==> config.mk <==
export PLATFORM = sky130hd
export DESIGN_NAME = burst_colgen
export DESIGN_NICKNAME = d
export VERILOG_FILES = /design/src/rtl/bcg_pkg.sv /design/src/rtl/bcg_len_decode.sv /design/src/rtl/bcg_col_map.sv /design/src/rtl/bcg_ctrl.sv /design/src/rtl/burst_colgen.sv
export SDC_FILE = /design/constraint.sdc
export NUM_CORES = 1
export LEC_CHECK = 0
export ABC_AREA = 0
export BUFFER_PORTS_ARGS = -buffer_cell sky130_fd_sc_hd__buf_2
export CORE_ASPECT_RATIO = 1.5
export CORE_MARGIN = 8
export CORE_UTILIZATION = 50
export CTS_CLUSTER_DIAMETER = 150
export DETAILED_ROUTE_END_ITERATION = 10
export PLACE_DENSITY = 0.78
export REMOVE_ABC_BUFFERS = 1
export SLEW_MARGIN = 5
export SYNTH_ARGS = -nofsm -noshare
export SYNTH_HDL_FRONTEND = slang
export SYNTH_SLANG_ARGS = --single-unit
==> constraint.sdc <==
create_clock -name clk -period 2.7 [get_ports clk]
set_input_delay 0.54 -clock clk [delete_from_list [all_inputs] [get_ports clk]]
set_output_delay 0.54 -clock clk [all_outputs]
set_load 0.05 [all_outputs]
==> src/rtl/bcg_pkg.sv <==
package bcg_pkg;
  localparam int COL_W  = 8;
  localparam int CODE_W = 3;
endpackage

==> src/rtl/bcg_len_decode.sv <==
module bcg_len_decode #(
  parameter int COL_W  = bcg_pkg::COL_W,
  parameter int CODE_W = bcg_pkg::CODE_W
) (
  input  logic [CODE_W-1:0] len_code,
  input  logic              is_write,
  input  logic              wr_single,
  output logic [COL_W-1:0]  mask,
  output logic              full
);
  localparam logic [CODE_W-1:0] CODE_FULL = {CODE_W{1'b1}};
  localparam int MAX_POW = 3;

  always_comb begin
    mask = '0;
    full = 1'b0;
    if (!(is_write && wr_single)) begin
      if (len_code == CODE_FULL) begin
        mask = '1;
        full = 1'b1;
      end else if (int'(len_code) <= MAX_POW) begin
        mask = COL_W'((32'd1 << len_code) - 32'd1);
      end
    end
  end
endmodule

==> src/rtl/bcg_col_map.sv <==
module bcg_col_map #(
  parameter int COL_W = bcg_pkg::COL_W
) (
  input  logic [COL_W-1:0] base,
  input  logic [COL_W-1:0] mask,
  input  logic             ilv,
  input  logic [COL_W-1:0] beat,
  output logic [COL_W-1:0] col
);
  logic [COL_W-1:0] low;

  always_comb begin
    low = ilv ? (base ^ beat) : (base + beat);
    col = (base & ~mask) | (low & mask);
  end
endmodule

==> src/rtl/bcg_ctrl.sv <==
module bcg_ctrl #(
  parameter int COL_W = bcg_pkg::COL_W
) (
  input  logic             clk,
  input  logic             rst,
  input  logic             cke,
  input  logic             start,
  input  logic             stop,
  input  logic [COL_W-1:0] start_col,
  input  logic [COL_W-1:0] mask_n,
  input  logic             full_n,
  input  logic             ilv_n,
  input  logic [COL_W-1:0] map_col,
  output logic [COL_W-1:0] base_q,
  output logic [COL_W-1:0] mask_q,
  output logic             ilv_q,
  output logic [COL_W-1:0] beat_nx,
  output logic [COL_W-1:0] col_q,
  output logic             active_q,
  output logic             last_q
);
  logic [COL_W-1:0] beat_q;
  logic             full_q;

  assign beat_nx = beat_q + 1'b1;

  always_ff @(posedge clk) begin
    if (rst) begin
      base_q   <= '0;
      mask_q   <= '0;
      ilv_q    <= 1'b0;
      full_q   <= 1'b0;
      beat_q   <= '0;
      col_q    <= '0;
      active_q <= 1'b0;
      last_q   <= 1'b0;
    end else if (cke) begin
      if (start) begin
        base_q   <= start_col;
        mask_q   <= mask_n;
        full_q   <= full_n;
        ilv_q    <= ilv_n & ~full_n;
        beat_q   <= '0;
        col_q    <= start_col;
        active_q <= 1'b1;
        last_q   <= (mask_n == '0);
      end else if (stop || last_q) begin
        active_q <= 1'b0;
        last_q   <= 1'b0;
      end else if (active_q) begin
        beat_q <= beat_nx;
        col_q  <= map_col;
        last_q <= !full_q && (beat_nx == mask_q);
      end
    end
  end
endmodule

==> src/rtl/burst_colgen.sv <==
module burst_colgen #(
  parameter int COL_W  = bcg_pkg::COL_W,
  parameter int CODE_W = bcg_pkg::CODE_W
) (
  input  logic              clk,
  input  logic              rst,
  input  logic              cke,
  input  logic              start,
  input  logic              stop,
  input  logic [COL_W-1:0]  start_col,
  input  logic [CODE_W-1:0] len_code,
  input  logic              ilv_mode,
  input  logic              is_write,
  input  logic              wr_single,
  output logic [COL_W-1:0]  col_out,
  output logic              valid,
  output logic              last
);
  logic [COL_W-1:0] mask_n, base_q, mask_q, beat_nx, map_col;
  logic             full_n, ilv_q;

  bcg_len_decode #(.COL_W(COL_W), .CODE_W(CODE_W)) dec_i (
    .len_code(len_code), .is_write(is_write), .wr_single(wr_single),
    .mask(mask_n), .full(full_n)
  );

  bcg_col_map #(.COL_W(COL_W)) map_i (
    .base(base_q), .mask(mask_q), .ilv(ilv_q), .beat(beat_nx), .col(map_col)
  );

  bcg_ctrl #(.COL_W(COL_W)) ctrl_i (
    .clk(clk), .rst(rst), .cke(cke), .start(start), .stop(stop),
    .start_col(start_col), .mask_n(mask_n), .full_n(full_n), .ilv_n(ilv_mode),
    .map_col(map_col), .base_q(base_q), .mask_q(mask_q), .ilv_q(ilv_q),
    .beat_nx(beat_nx), .col_q(col_out), .active_q(valid), .last_q(last)
  );
endmodule

==> results.cfg <==
[min_path]
worstHoldPathCells = 2
worstHoldPathType = reg2reg
hp-start = ctrl_i.full_q
min_to = ctrl_i.full_q

[route]
wl_mm = 5.429
antenna_left = 0
wl_per_cell_um = 15.87
drc_errors = 0
first_pass_iters = 4
vias_per_cell = 5.956
drtIter0Drc = 87
num_vias = 2037

[critical_path]
critical_path_required_ns = 2.90
crit_path_end_kind = flop
start_kind = flop
r2r_slack_ns = 0.22
cp.arrival_ns = 2.68
criticalPathCategory = reg2reg
rr_endpoint = ctrl_i.col_q[7]
r2r_cells = 9
path_max_fanout = 6
regToRegStartpoint = ctrl_i.beat_q[1]

[cts]
cts_tree = yes
clk_latency_ns = 0.29
clock_sinks = 36
numCtsBuffers = 5
cts_root_buffer = clkbuf_8
cts.path.max_buffers = 2
htreeDepth = 2
cts_resized = 0
cts_setup_buffers = 0
cts.clk_slew.worst_paths_ns = 0.08
cts_hold_buf = 0

[grt]
antenna_found_initial = 0
grt_pass1_vias = 1949
overflow = 0
grt_start_max_net_pins = 37
grt_usage_pct = 15.80
grt_pass1_wl_mm = 9.045

[timing]
skew_ns = 0.005801
min_period_ns = 2.477
slew_headroom_pct = 54.66
layout_setup_ws_ns = 0.2227
hold_viol = 0
fmax_ghz = 0.4037
rsz0062_at_grt = no
fin_setup_tns_ns = 0
maxSlewViolCount = 0
period_share_pct = 91.75
worstMarginPinSlew_ns = 0.6801
final-setup-viol-count = 0

[logic_synthesis]
synth_edf_count = 0
ys_ff_latch = 36
synth_cell_types = 48
ys_seq_area_share_pct = 32.84
synth.avg_cell_area_um2 = 8.128
synthCells = 270
synthFlopType = dfxtp_1
ys_async_sr_fraction_pct = 0
syn-cell-area_um2 = 2195
ys.warnings.count = 0

[placement]
io_buffers = 28
dp_slack_ns = 0.1715
place_inst = 334
routabilityCongestion = 0.8912
dp_hpwl_mm = 4.036
dpl_cell_area_um2 = 2359

[power_and_ir_drop]
vdd_drop_max_v = 0.0003703
p_leak_nw = 0.9789
p_per_area_nw_per_um2 = 471.1

[final_layout]
final_cells = 342
fin_util_pct = 58.38
fin_area_um2 = 2457
nFillCells = 392
n_antenna_cell = 0
layout_common_cells = dfxtp_1, a21oi_1, nand2_1, nor2_1, buf_2
layout_commonest_cell = dfxtp_1
drive_gt1_share_pct = 14.53
syn_to_final_growth_pct = 11.97
fin_nets = 324

[floorplanning]
dieArea_um2 = 6809
start_util_pct = 52.14
chipHeight_um = 97.14
core-area_um2 = 4209
rows = 29
io_pins = 29
fp.dieW_um = 70.10

[flow_run]
maxCapViolations = 0

[outcome]
outcome = complete, no violations
final cells by class:
class	count	area, µm²	share of cell area (%)
multi-input combinational	216	1398	56.87
sequential	36	720.7	29.33
timing repair buffer	33	177.7	7.230
clock buffer	6	82.58	3.360
tap	46	57.56	2.342
inverter	3	11.26	0.4582
clock inverter	2	10.01	0.4073
where the power goes:
part / switching [mW] / internal, mW / leakage, nW
combinational: 0.118 / 0.0628 / 0.635
sequential: 0.0198 / 0.551 / 0.293
clock: 0.202 / 0.204 / 0.0510
total: 0.340 / 0.818 / 0.979
critical path, cell delays in order, from the launching register on:
cell,delay (ns)
dfxtp_1,0.38
ha_1,0.24
nand3_1,0.23
xnor2_1,0.19
ha_1,0.34
and2_1,0.20
a221oi_2,0.30
a21oi_1,0.13
a2bb2oi_1,0.14
nor4_1,0.23
registers in the layout (all words and copies together), names as in the netlist:
signal           flops
ctrl_i.beat_q        8
ctrl_i.active_q      1
ctrl_i.full_q        1
ctrl_i.last_q        1
ctrl_i.mask_q        8
ctrl_i.base_q        8
ctrl_i.ilv_q         1
ctrl_i.col_q         8
metrics by stage:
| stage | power, mW | hold slack, ns |
|---|---|---|
| detailed placement | 0.7632 | 0.4485 |
| global placement | 0.7602 | 0.4419 |
| finish | 1.158 | 0.4596 |
| global route | 1.203 | 0.4957 |
| CTS | 1.166 | 0.4598 |
| floorplan | 0.6909 | 0.4307 |
how the worst max path moves through the flow:
stage | start | end | cells after the start | slack [ns]
floorplan | ctrl_i.beat_q[0] | ctrl_i.col_q[5] | 9 | 0.36
global placement | ctrl_i.beat_q[1] | ctrl_i.col_q[5] | 9 | 0.29
detailed placement | ctrl_i.beat_q[1] | ctrl_i.col_q[7] | 9 | 0.17
CTS | ctrl_i.beat_q[1] | ctrl_i.col_q[7] | 9 | 0.16
global route | ctrl_i.beat_q[1] | ctrl_i.col_q[5] | 9 | 0.02
finish | ctrl_i.beat_q[1] | ctrl_i.col_q[7] | 9 | 0.22
cell usage after synthesis, types with 2 or more instances:
master    number  area share [%]
a221oi_1       2            0.80
nor3b_1        4             1.4
buf_2          3            0.68
a21o_1         2            0.68
clkbuf_1       9             1.5
a22oi_1        4             1.4
and2_1         3            0.86
inv_1          3            0.51
mux2i_1        5             2.3
nor4_1         2            0.57
o211ai_1       2            0.68
o21ai_0       13             3.0
nand2_1       33             5.6
nand3_1        6             1.4
nand4_1        4             1.1
xor2_1         5             2.0
dfxtp_1       36              33
xnor3_1        4             4.1
ha_1           9             5.1
and3_1         5             1.4
a21oi_1       34             7.8
a311o_1        2            0.91
nor2_1        28             4.8
o21a_1         3             1.0
nand3b_1       3             1.0
nor3_1         6             1.4
xnor2_1        7             2.8
or3_1          6             1.7
a211oi_1       8             2.7
logic make-up after synthesis:
group                    Yosys count  share of synthesized area (%)
multiplexers                       5                          2.281
AND/OR/NAND/NOR                  107                          24.12
XOR/XNOR                          16                          8.894
buffers and inverters             18                          3.762
flip-flops                        36                          32.84
adder cells (fa/ha/maj)           11                          6.500
AO/OA/AOI/OAI                     77                          21.61
layer usage:
metal  wire length (µm)  global-route usage (%)
met1               2245                   17.34
met2               2847                   28.58
met3                217                   2.863
met4                119                   6.366
met5                  0                       0
Note: power is estimated with default switching activity, not from simulation.
